[src/rtl/pwrseq_pkg.sv]
package pwrseq_pkg;

    typedef enum logic [1:0] {
        CMD_CONVERT = 2'd0,
        CMD_PARTIAL = 2'd1,
        CMD_FULL    = 2'd2,
        CMD_WAKE    = 2'd3
    } cmd_e;

    typedef enum logic [1:0] {
        CS_UNKNOWN = 2'd0,
        CS_NORMAL  = 2'd1,
        CS_PARTIAL = 2'd2,
        CS_FULLPD  = 2'd3
    } conv_state_e;

    typedef enum logic [1:0] {
        WT_QUIET = 2'd0,
        WT_PART  = 2'd1,
        WT_FULL  = 2'd2
    } wait_e;

    typedef enum logic [1:0] {
        ST_IDLE  = 2'd0,
        ST_FRAME = 2'd1,
        ST_WAIT  = 2'd2,
        ST_DONE  = 2'd3
    } top_st_e;

    localparam int STEP_SLOTS = 4;

    typedef struct packed {
        logic  cut;
        wait_e wt;
    } step_t;

    typedef struct packed {
        logic [1:0]                 n;
        step_t [STEP_SLOTS-1:0]     s;
        conv_state_e                next;
    } plan_t;

    function automatic wait_e wake_wait(conv_state_e st, logic ref_ext);
        if (st == CS_PARTIAL) return ref_ext ? WT_QUIET : WT_PART;
        return WT_FULL;
    endfunction

    function automatic plan_t make_plan(cmd_e c, conv_state_e st, logic ref_ext);
        plan_t p;
        step_t full_q, cut_q, wake_s;
        full_q = '{cut: 1'b0, wt: WT_QUIET};
        cut_q  = '{cut: 1'b1, wt: WT_QUIET};
        wake_s = '{cut: 1'b0, wt: wake_wait(st, ref_ext)};
        p.n    = 2'd0;
        p.s    = '{default: full_q};
        p.next = st;
        unique case (c)
            CMD_CONVERT: begin
                p.next = CS_NORMAL;
                if (st == CS_NORMAL) begin
                    p.n = 2'd1; p.s[0] = full_q;
                end else begin
                    p.n = 2'd2; p.s[0] = wake_s; p.s[1] = full_q;
                end
            end
            CMD_PARTIAL: begin
                p.next = CS_PARTIAL;
                unique case (st)
                    CS_NORMAL:  begin p.n = 2'd1; p.s[0] = cut_q; end
                    CS_UNKNOWN: begin p.n = 2'd2; p.s[0] = full_q; p.s[1] = cut_q; end
                    CS_PARTIAL: p.n = 2'd0;
                    CS_FULLPD:  begin p.n = 2'd2; p.s[0] = wake_s; p.s[1] = cut_q; end
                    default:    p.n = 2'd0;
                endcase
            end
            CMD_FULL: begin
                p.next = CS_FULLPD;
                unique case (st)
                    CS_NORMAL:  begin p.n = 2'd2; p.s[0] = cut_q; p.s[1] = cut_q; end
                    CS_UNKNOWN: begin
                        p.n = 2'd3; p.s[0] = full_q; p.s[1] = cut_q; p.s[2] = cut_q;
                    end
                    CS_PARTIAL: begin p.n = 2'd1; p.s[0] = cut_q; end
                    CS_FULLPD:  p.n = 2'd0;
                    default:    p.n = 2'd0;
                endcase
            end
            CMD_WAKE: begin
                p.next = CS_NORMAL;
                if (st == CS_NORMAL) p.n = 2'd0;
                else begin p.n = 2'd1; p.s[0] = wake_s; end
            end
            default: p.n = 2'd0;
        endcase
        return p;
    endfunction

endpackage

[src/rtl/pwrseq_frame_unit.sv]
module pwrseq_frame_unit #(
    parameter int DIV         = 4,
    parameter int FRAME_EDGES = 16,
    parameter int CUT_EDGE    = 5
) (
    input  logic clk,
    input  logic rst_n,
    input  logic go,
    input  logic cut,
    output logic cs_n,
    output logic sclk,
    output logic fin
);
    localparam int HW = (DIV > 1) ? $clog2(DIV) : 1;
    localparam int EW = $clog2(FRAME_EDGES + 1);
    localparam logic [HW-1:0] HLAST = HW'(DIV - 1);
    localparam logic [EW-1:0] ELAST = EW'(FRAME_EDGES);
    localparam logic [EW-1:0] ECUT  = EW'(CUT_EDGE);

    typedef enum logic {F_IDLE = 1'b0, F_RUN = 1'b1} f_st_e;

    f_st_e          st;
    logic [HW-1:0]  hcnt;
    logic [EW-1:0]  falls;
    logic           cut_q;
    logic           half_end;

    assign half_end = (hcnt == HLAST);

    always_ff @(posedge clk) begin
        if (!rst_n) begin
            st    <= F_IDLE;
            hcnt  <= '0;
            falls <= '0;
            cut_q <= 1'b0;
            cs_n  <= 1'b1;
            sclk  <= 1'b1;
            fin   <= 1'b0;
        end else begin
            fin <= 1'b0;
            unique case (st)
                F_IDLE: begin
                    if (go) begin
                        st    <= F_RUN;
                        cs_n  <= 1'b0;
                        sclk  <= 1'b1;
                        hcnt  <= '0;
                        falls <= '0;
                        cut_q <= cut;
                    end
                end
                F_RUN: begin
                    if (!half_end) begin
                        hcnt <= hcnt + 1'b1;
                    end else begin
                        hcnt <= '0;
                        if (sclk) begin
                            if (falls == ELAST) begin
                                cs_n <= 1'b1;
                                fin  <= 1'b1;
                                st   <= F_IDLE;
                            end else begin
                                sclk  <= 1'b0;
                                falls <= falls + 1'b1;
                            end
                        end else if (cut_q && falls == ECUT) begin
                            cs_n <= 1'b1;
                            sclk <= 1'b1;
                            fin  <= 1'b1;
                            st   <= F_IDLE;
                        end else begin
                            sclk <= 1'b1;
                        end
                    end
                end
                default: st <= F_IDLE;
            endcase
        end
    end
endmodule

[src/rtl/pwrseq_wait_timer.sv]
module pwrseq_wait_timer #(
    parameter int CW = 8
) (
    input  logic          clk,
    input  logic          rst_n,
    input  logic          load,
    input  logic [CW-1:0] val,
    output logic          expire
);
    logic [CW-1:0] cnt;

    always_ff @(posedge clk) begin
        if (!rst_n) begin
            cnt    <= '0;
            expire <= 1'b0;
        end else begin
            expire <= 1'b0;
            if (load) begin
                cnt <= val;
            end else if (cnt != '0) begin
                cnt <= cnt - 1'b1;
                if (cnt == CW'(1)) expire <= 1'b1;
            end
        end
    end
endmodule

[src/rtl/pwrseq_framer.sv]
module pwrseq_framer
    import pwrseq_pkg::*;
#(
    parameter int DIV            = 4,
    parameter int FRAME_EDGES    = 16,
    parameter int CUT_EDGE       = 5,
    parameter int QUIET_CYC      = 16,
    parameter int PWRUP_PART_CYC = 500,
    parameter int PWRUP_FULL_CYC = 500000
) (
    input  logic       clk,
    input  logic       rst_n,
    input  logic       req_valid,
    output logic       req_ready,
    input  logic [1:0] req_cmd,
    input  logic       ref_ext,
    output logic       cs_n,
    output logic       sclk,
    output logic       done,
    output logic [1:0] conv_state
);
    localparam int PART_EFF = (PWRUP_PART_CYC > QUIET_CYC) ? PWRUP_PART_CYC : QUIET_CYC;
    localparam int FULL_EFF = (PWRUP_FULL_CYC > PART_EFF) ? PWRUP_FULL_CYC : PART_EFF;
    localparam int CW       = $clog2(FULL_EFF + 1);

    top_st_e      st, st_n;
    plan_t        plan_q, plan_d;
    logic [1:0]   idx, idx_nx;
    conv_state_e  conv_state_q;
    logic         frame_go, frame_cut, frame_fin;
    logic         tmr_load, tmr_expire;
    logic [CW-1:0] tmr_val;
    logic         accept, advance;

    function automatic logic [CW-1:0] wait_len(wait_e w);
        unique case (w)
            WT_QUIET: return CW'(QUIET_CYC);
            WT_PART:  return CW'(PART_EFF);
            WT_FULL:  return CW'(FULL_EFF);
            default:  return CW'(FULL_EFF);
        endcase
    endfunction

    assign idx_nx = idx + 2'd1;

    // next-state and control
    always_comb begin
        st_n      = st;
        frame_go  = 1'b0;
        frame_cut = 1'b0;
        tmr_load  = 1'b0;
        tmr_val   = wait_len(plan_q.s[idx].wt);
        plan_d    = make_plan(cmd_e'(req_cmd), conv_state_q, ref_ext);
        accept    = 1'b0;
        advance   = 1'b0;
        unique case (st)
            ST_IDLE: begin
                if (req_valid) begin
                    accept = 1'b1;
                    if (plan_d.n == 2'd0) begin
                        st_n = ST_DONE;
                    end else begin
                        st_n      = ST_FRAME;
                        frame_go  = 1'b1;
                        frame_cut = plan_d.s[0].cut;
                    end
                end
            end
            ST_FRAME: begin
                if (frame_fin) begin
                    st_n     = ST_WAIT;
                    tmr_load = 1'b1;
                end
            end
            ST_WAIT: begin
                if (tmr_expire) begin
                    if (idx_nx < plan_q.n) begin
                        st_n      = ST_FRAME;
                        frame_go  = 1'b1;
                        frame_cut = plan_q.s[idx_nx].cut;
                        advance   = 1'b1;
                    end else begin
                        st_n = ST_DONE;
                    end
                end
            end
            ST_DONE: st_n = ST_IDLE;
            default: st_n = ST_IDLE;
        endcase
    end

    // state register
    always_ff @(posedge clk) begin
        if (!rst_n) begin
            st           <= ST_IDLE;
            plan_q       <= '0;
            idx          <= '0;
            conv_state_q <= CS_UNKNOWN;
        end else begin
            st <= st_n;
            if (accept) begin
                plan_q <= plan_d;
                idx    <= '0;
            end
            if (advance) idx <= idx_nx;
            if (st == ST_DONE) conv_state_q <= plan_q.next;
        end
    end

    // outputs
    always_comb begin
        req_ready  = (st == ST_IDLE);
        done       = (st == ST_DONE);
        conv_state = conv_state_q;
    end

    pwrseq_frame_unit #(
        .DIV(DIV), .FRAME_EDGES(FRAME_EDGES), .CUT_EDGE(CUT_EDGE)
    ) u_frame (
        .clk(clk), .rst_n(rst_n), .go(frame_go), .cut(frame_cut),
        .cs_n(cs_n), .sclk(sclk), .fin(frame_fin)
    );

    pwrseq_wait_timer #(.CW(CW)) u_timer (
        .clk(clk), .rst_n(rst_n), .load(tmr_load), .val(tmr_val), .expire(tmr_expire)
    );
endmodule

[config.mk]
export PLATFORM = sky130hd
export DESIGN_NAME = pwrseq_framer
export DESIGN_NICKNAME = d
export VERILOG_FILES = /design/src/rtl/pwrseq_pkg.sv /design/src/rtl/pwrseq_frame_unit.sv /design/src/rtl/pwrseq_wait_timer.sv /design/src/rtl/pwrseq_framer.sv
export SDC_FILE = /design/constraint.sdc
export NUM_CORES = 1
export LEC_CHECK = 0
export CORE_ASPECT_RATIO = 0.8
export CORE_MARGIN = 3
export CORE_UTILIZATION = 50
export CTS_BUF_LIST = sky130_fd_sc_hd__clkbuf_2 sky130_fd_sc_hd__clkbuf_4 sky130_fd_sc_hd__clkbuf_8
export DETAILED_ROUTE_END_ITERATION = 10
export GPL_TIMING_DRIVEN = 0
export PLACE_DENSITY = 0.8
export REMOVE_ABC_BUFFERS = 1
export SKIP_LAST_GASP = 1
export SYNTH_ARGS = -nofsm -noshare
export SYNTH_HDL_FRONTEND = slang
export SYNTH_HIERARCHICAL = 1
export SYNTH_SLANG_ARGS = --single-unit
[constraint.sdc]
create_clock -name clk -period 2.47 [get_ports clk]
set_input_delay 0.3705 -clock clk [delete_from_list [all_inputs] [get_ports clk]]
set_output_delay 0.3705 -clock clk [all_outputs]
set_load 0.01 [all_outputs]
==> reports/metrics.json <==
{
  "post_drt_wl_per_cell": {"value": 14.67, "unit": "um"},
  "root_buffer": {"value": "clkbuf_8"},
  "chipHeight": {"value": 72.46, "unit": "um"},
  "finalWorstPathRequiredPeriod": {"value": 2.348, "unit": "ns"},
  "worstSetupEndpointType": {"value": "flop"},
  "worstPathCellList": {"value": "xor2_1 > ha_1 > a21boi_2 > or4_4 > o21ai_4 > nor2b_4 > o2111a_1 > mux2i_1"},
  "regArea": {"value": 948.4, "unit": "um2"},
  "pin_count_of_the_biggest_net_entering_global_routing": {"value": 37},
  "drive_above_1_share": {"value": 0.08163},
  "cts_num_sinks": {"value": 47},
  "placement.setup.worst_slack": {"value": -0.5285, "unit": "ns"},
  "finish.net_count": {"value": 366},
  "vias_in_the_first_global_route": {"value": 2172},
  "postSynth.topFlopCell": {"value": "dfxtp_1"},
  "yosys.cell_count.top_type": {"value": "dfxtp_1"},
  "power.total": {"value": 2.554, "unit": "mW"},
  "async_reset_ff_frac": {"value": 0},
  "avgViaCountPerCell": {"value": 5.985},
  "crit_fanout": {"value": 9},
  "die_outline_area": {"value": 6454, "unit": "um2"},
  "tritoncts": {"value": "built"},
  "cp_slowest_cell": {"value": "or4_4"},
  "arrival": {"value": 2.58, "unit": "ns"},
  "rsz_0062_raised_after_global_routing": {"value": "true"},
  "postRouteWirelength": {"value": 5942, "unit": "um"},
  "timing.critical_path.slowest_cell_delay": {"value": 0.54, "unit": "ns"},
  "cts_inserted_buffers": {"value": 5},
  "final_min_period_over_clock_period": {"value": 0.9505},
  "pwr_density_cell": {"value": 839.6, "unit": "nW/um2"},
  "synth_edf_count": {"value": 0},
  "ys_seq_area_frac": {"value": 0.3409},
  "grt_pass1_wl": {"value": 10100, "unit": "um"},
  "hpwlAfterDp": {"value": 4131, "unit": "um"},
  "antennaDiodeCount": {"value": 0},
  "syn-cell-area": {"value": 2760, "unit": "um2"},
  "postSynthRegisterBits": {"value": 47},
  "worst_ir_drop_vdd": {"value": 0.4278, "unit": "mV"},
  "worst_hold_path.num_cells": {"value": 2},
  "cap_violations": {"value": 0},
  "grt.overflow.total": {"value": 0},
  "worst_min_delay_path_endpoint": {"value": "u_frame/cut_q"},
  "die-width": {"value": 89.07, "unit": "um"},
  "yosys.area.top_type": {"value": "dfxtp_1"},
  "cts-root-to-sink-buffers": {"value": 2},
  "holdBufCountCts": {"value": 0},
  "worst_slew_margin_rel": {"value": 0.2071},
  "worst_setup_skew_after_layout": {"value": 0.004048, "unit": "ns"},
  "r2r_cells": {"value": 8},
  "met2_usage": {"value": 0.3023},
  "final_antenna_net_count": {"value": 0},
  "syn-instance-count": {"value": 330},
  "crit_buf_inv": {"value": 0},
  "synth_cell_types": {"value": 65},
  "coreArea": {"value": 5180, "unit": "um2"},
  "ys_top_cells_by_count": {"value": "dfxtp_1 (47), nand2_1 (44), o21ai_0 (23)"},
  "grt_use_met3": {"value": 0.04086},
  "synth_largest_type_area_fraction": {"value": 0.3409},
  "post-route-worst-setup-slack": {"value": 0.1222, "unit": "ns"},
  "ys.warnings.count": {"value": 6},
  "area_of_the_multi_input_gates": {"value": 1732, "unit": "um2"},
  "clk_lat_worst_skew": {"value": 0.29, "unit": "ns"},
  "setup_violators_final": {"value": 0},
  "power.static_leakage": {"value": 1.159, "unit": "nW"},
  "ff2ff_setup_slack": {"value": 0.12, "unit": "ns"},
  "drtPass1Iterations": {"value": 4},
  "antenna_found_initial": {"value": 0},
  "final-max-slew-violation-count": {"value": 0},
  "first_iter_violations": {"value": 130},
  "timing.rr.start": {"value": "idx[0]"},
  "fill_cells": {"value": 471},
  "final_estimated_routing_congestion_in_global_placement": {"value": 0.9353},
  "worstPathRequired": {"value": 2.70, "unit": "ns"},
  "run_status": {"value": "finished, final reports clean"},
  "critical_path_class": {"value": "flop to flop"},
  "row_count": {"value": 23},
  "clk_transition_reported_paths": {"value": 0.08, "unit": "ns"},
  "fmax": {"value": 0.4259, "unit": "GHz"},
  "setup.worst_path.start_class": {"value": "flop"},
  "globalRouteTotalUtil": {"value": 0.1959},
  "use_met1": {"value": 0.2791},
  "syn_area_per_cell": {"value": 8.364, "unit": "um2"},
  "hold_path_class": {"value": "flop to flop"},
  "h_tree_depth": {"value": 2},
  "utilization": {"value": 0.5872},
  "timing.hold.worst.start": {"value": "u_frame/cut_q"},
  "worst_pin_slew": {"value": 1.187, "unit": "ns"},
  "floorplan.initialDensity": {"value": 0.5329},
  "post_route_drc": {"value": 0},
  "route.vias.total": {"value": 2424},
  "areaGrowthSynthToFinish": {"value": 10.20, "unit": "%"},
  "netlist_top_cells_area": {"value": "dfxtp_1 (34%), ha_1 (7.3%), nand2_1 (6.0%), o21ai_0 (4.2%), inv_1 (2.7%)"},
  "place.port_buffers": {"value": 11},
  "final_hold_violating_endpoints": {"value": 0},
  "cp_top_family": {"value": "simple AND/OR/NAND/NOR gates"},
  "io-pin-count": {"value": 12},
  "crit-reg2reg-capture": {"value": "u_frame/falls[3]"},
  "busiest_layer": {"value": "met2"}
}
[layer usage]
metal | share of wire | vias to the layer above
li1 | - | 1224
met3 | 0.043 | 10
met2 | 0.45 | 55
met4 | 0.012 | 0
met5 | 0 | -
met1 | 0.49 | 1135
[report_power, final]
part	switching, mW	internal [mW]
combinational	0.628	0.425
clock	0.245	0.200
sequential	0.170	0.887
[metrics by stage]
stage          hold slack [ns]  std cells  setup TNS [ns]  area, um2
6_report                0.4591        405               0       3042
5_1_grt                 0.4839        405        -0.01081       3042
4_1_cts                 0.4610        402               0       2992
3_5_place_dp            0.4484        396          -6.841       2899
3_3_place_gp            0.4478        396          -5.330       2899
2_1_floorplan           0.4312        323        -0.06694       2711
[flip-flops by register name, indices dropped and copies added, names as in the netlist]
| signal | flops |
|---|---|
| idx | 2 |
| u_timer/expire | 1 |
| u_frame/st | 1 |
| u_frame/cut_q | 1 |
| conv_state | 2 |
| u_frame/sclk | 1 |
| u_timer/cnt | 19 |
| st | 2 |
| u_frame/fin | 1 |
| u_frame/cs_n | 1 |
| u_frame/falls | 5 |
| plan_q | 9 |
| u_frame/hcnt | 2 |
[cell families (layout without fill, tap and decap cells)]
group / count (synthesis) / after routing / share of synthesized area
AND/OR/NAND/NOR: 132 / 132 / 0.2665
AO/OA/AOI/OAI: 88 / 88 / 0.2235
flip-flops: 47 / 47 / 0.3409
buffers and inverters: 34 / 40 / 0.05439
adder cells (fa/ha/maj): 16 / 16 / 0.07253
XOR/XNOR: 7 / 7 / 0.02221
multiplexers: 5 / 5 / 0.01859
other: 1 / 8 / 0.001359
[layout by cell type (no fill, tap or decap), types with 3 or more instances in the layout]
master	count
nor2b_1	4
a21oi_1	13
nand4_1	5
nand4b_1	3
clkbuf_8	5
o211ai_1	5
buf_4	3
o31ai_1	3
o21ai_0	22
nand2_1	44
or3_1	4
a31oi_1	3
nor3b_1	6
and2_1	3
o21a_1	4
inv_1	20
nand3b_1	3
conb_1	8
xor2_1	6
ha_1	16
nand2b_1	5
a21boi_0	8
mux2i_1	4
clkdlybuf4s50_1	10
and3_1	3
nor4_1	4
nor2_1	16
or4_1	3
dfxtp_1	45
nand3_1	13
[worst register-to-register path, cell delays in order, from the launching register on]
cell and delay [ns]:
dfxtp_4 0.38, xor2_1 0.16, ha_1 0.27, a21boi_2 0.17, or4_4 0.54, o21ai_4 0.13, nor2b_4 0.24, o2111a_1 0.21
mux2i_1 0.18
[worst max path at each step]
stage,start,endpoint,slack (ns),depth (start not counted)
6_report,idx[0],u_frame/falls[3],0.12,8
5_1_grt,conv_state[1],u_frame/sclk,-0.01,9
4_1_cts,u_timer/cnt[0],u_timer/cnt[14],0.04,6
3_5_place_dp,req_cmd[1],u_frame/falls[4],-0.53,10
3_3_place_gp,req_cmd[1],u_frame/falls[4],-0.45,10
2_1_floorplan,idx[0],u_frame/falls[3],-0.03,8
[what timing repair did]
item,CTS,global route
setup endpoints to repair,19,15
gates resized for setup,8,8
setup buffers,0,3
[cell type report]
| class | count | area share |
|---|---|---|
| clock buffer | 6 | 0.02509 |
| inverter | 20 | 0.02468 |
| multi-input combinational | 256 | 0.5693 |
| sequential | 47 | 0.3118 |
| tap | 62 | 0.02550 |
| timing repair buffer | 14 | 0.04360 |
(Power assumes the default switching activity.)
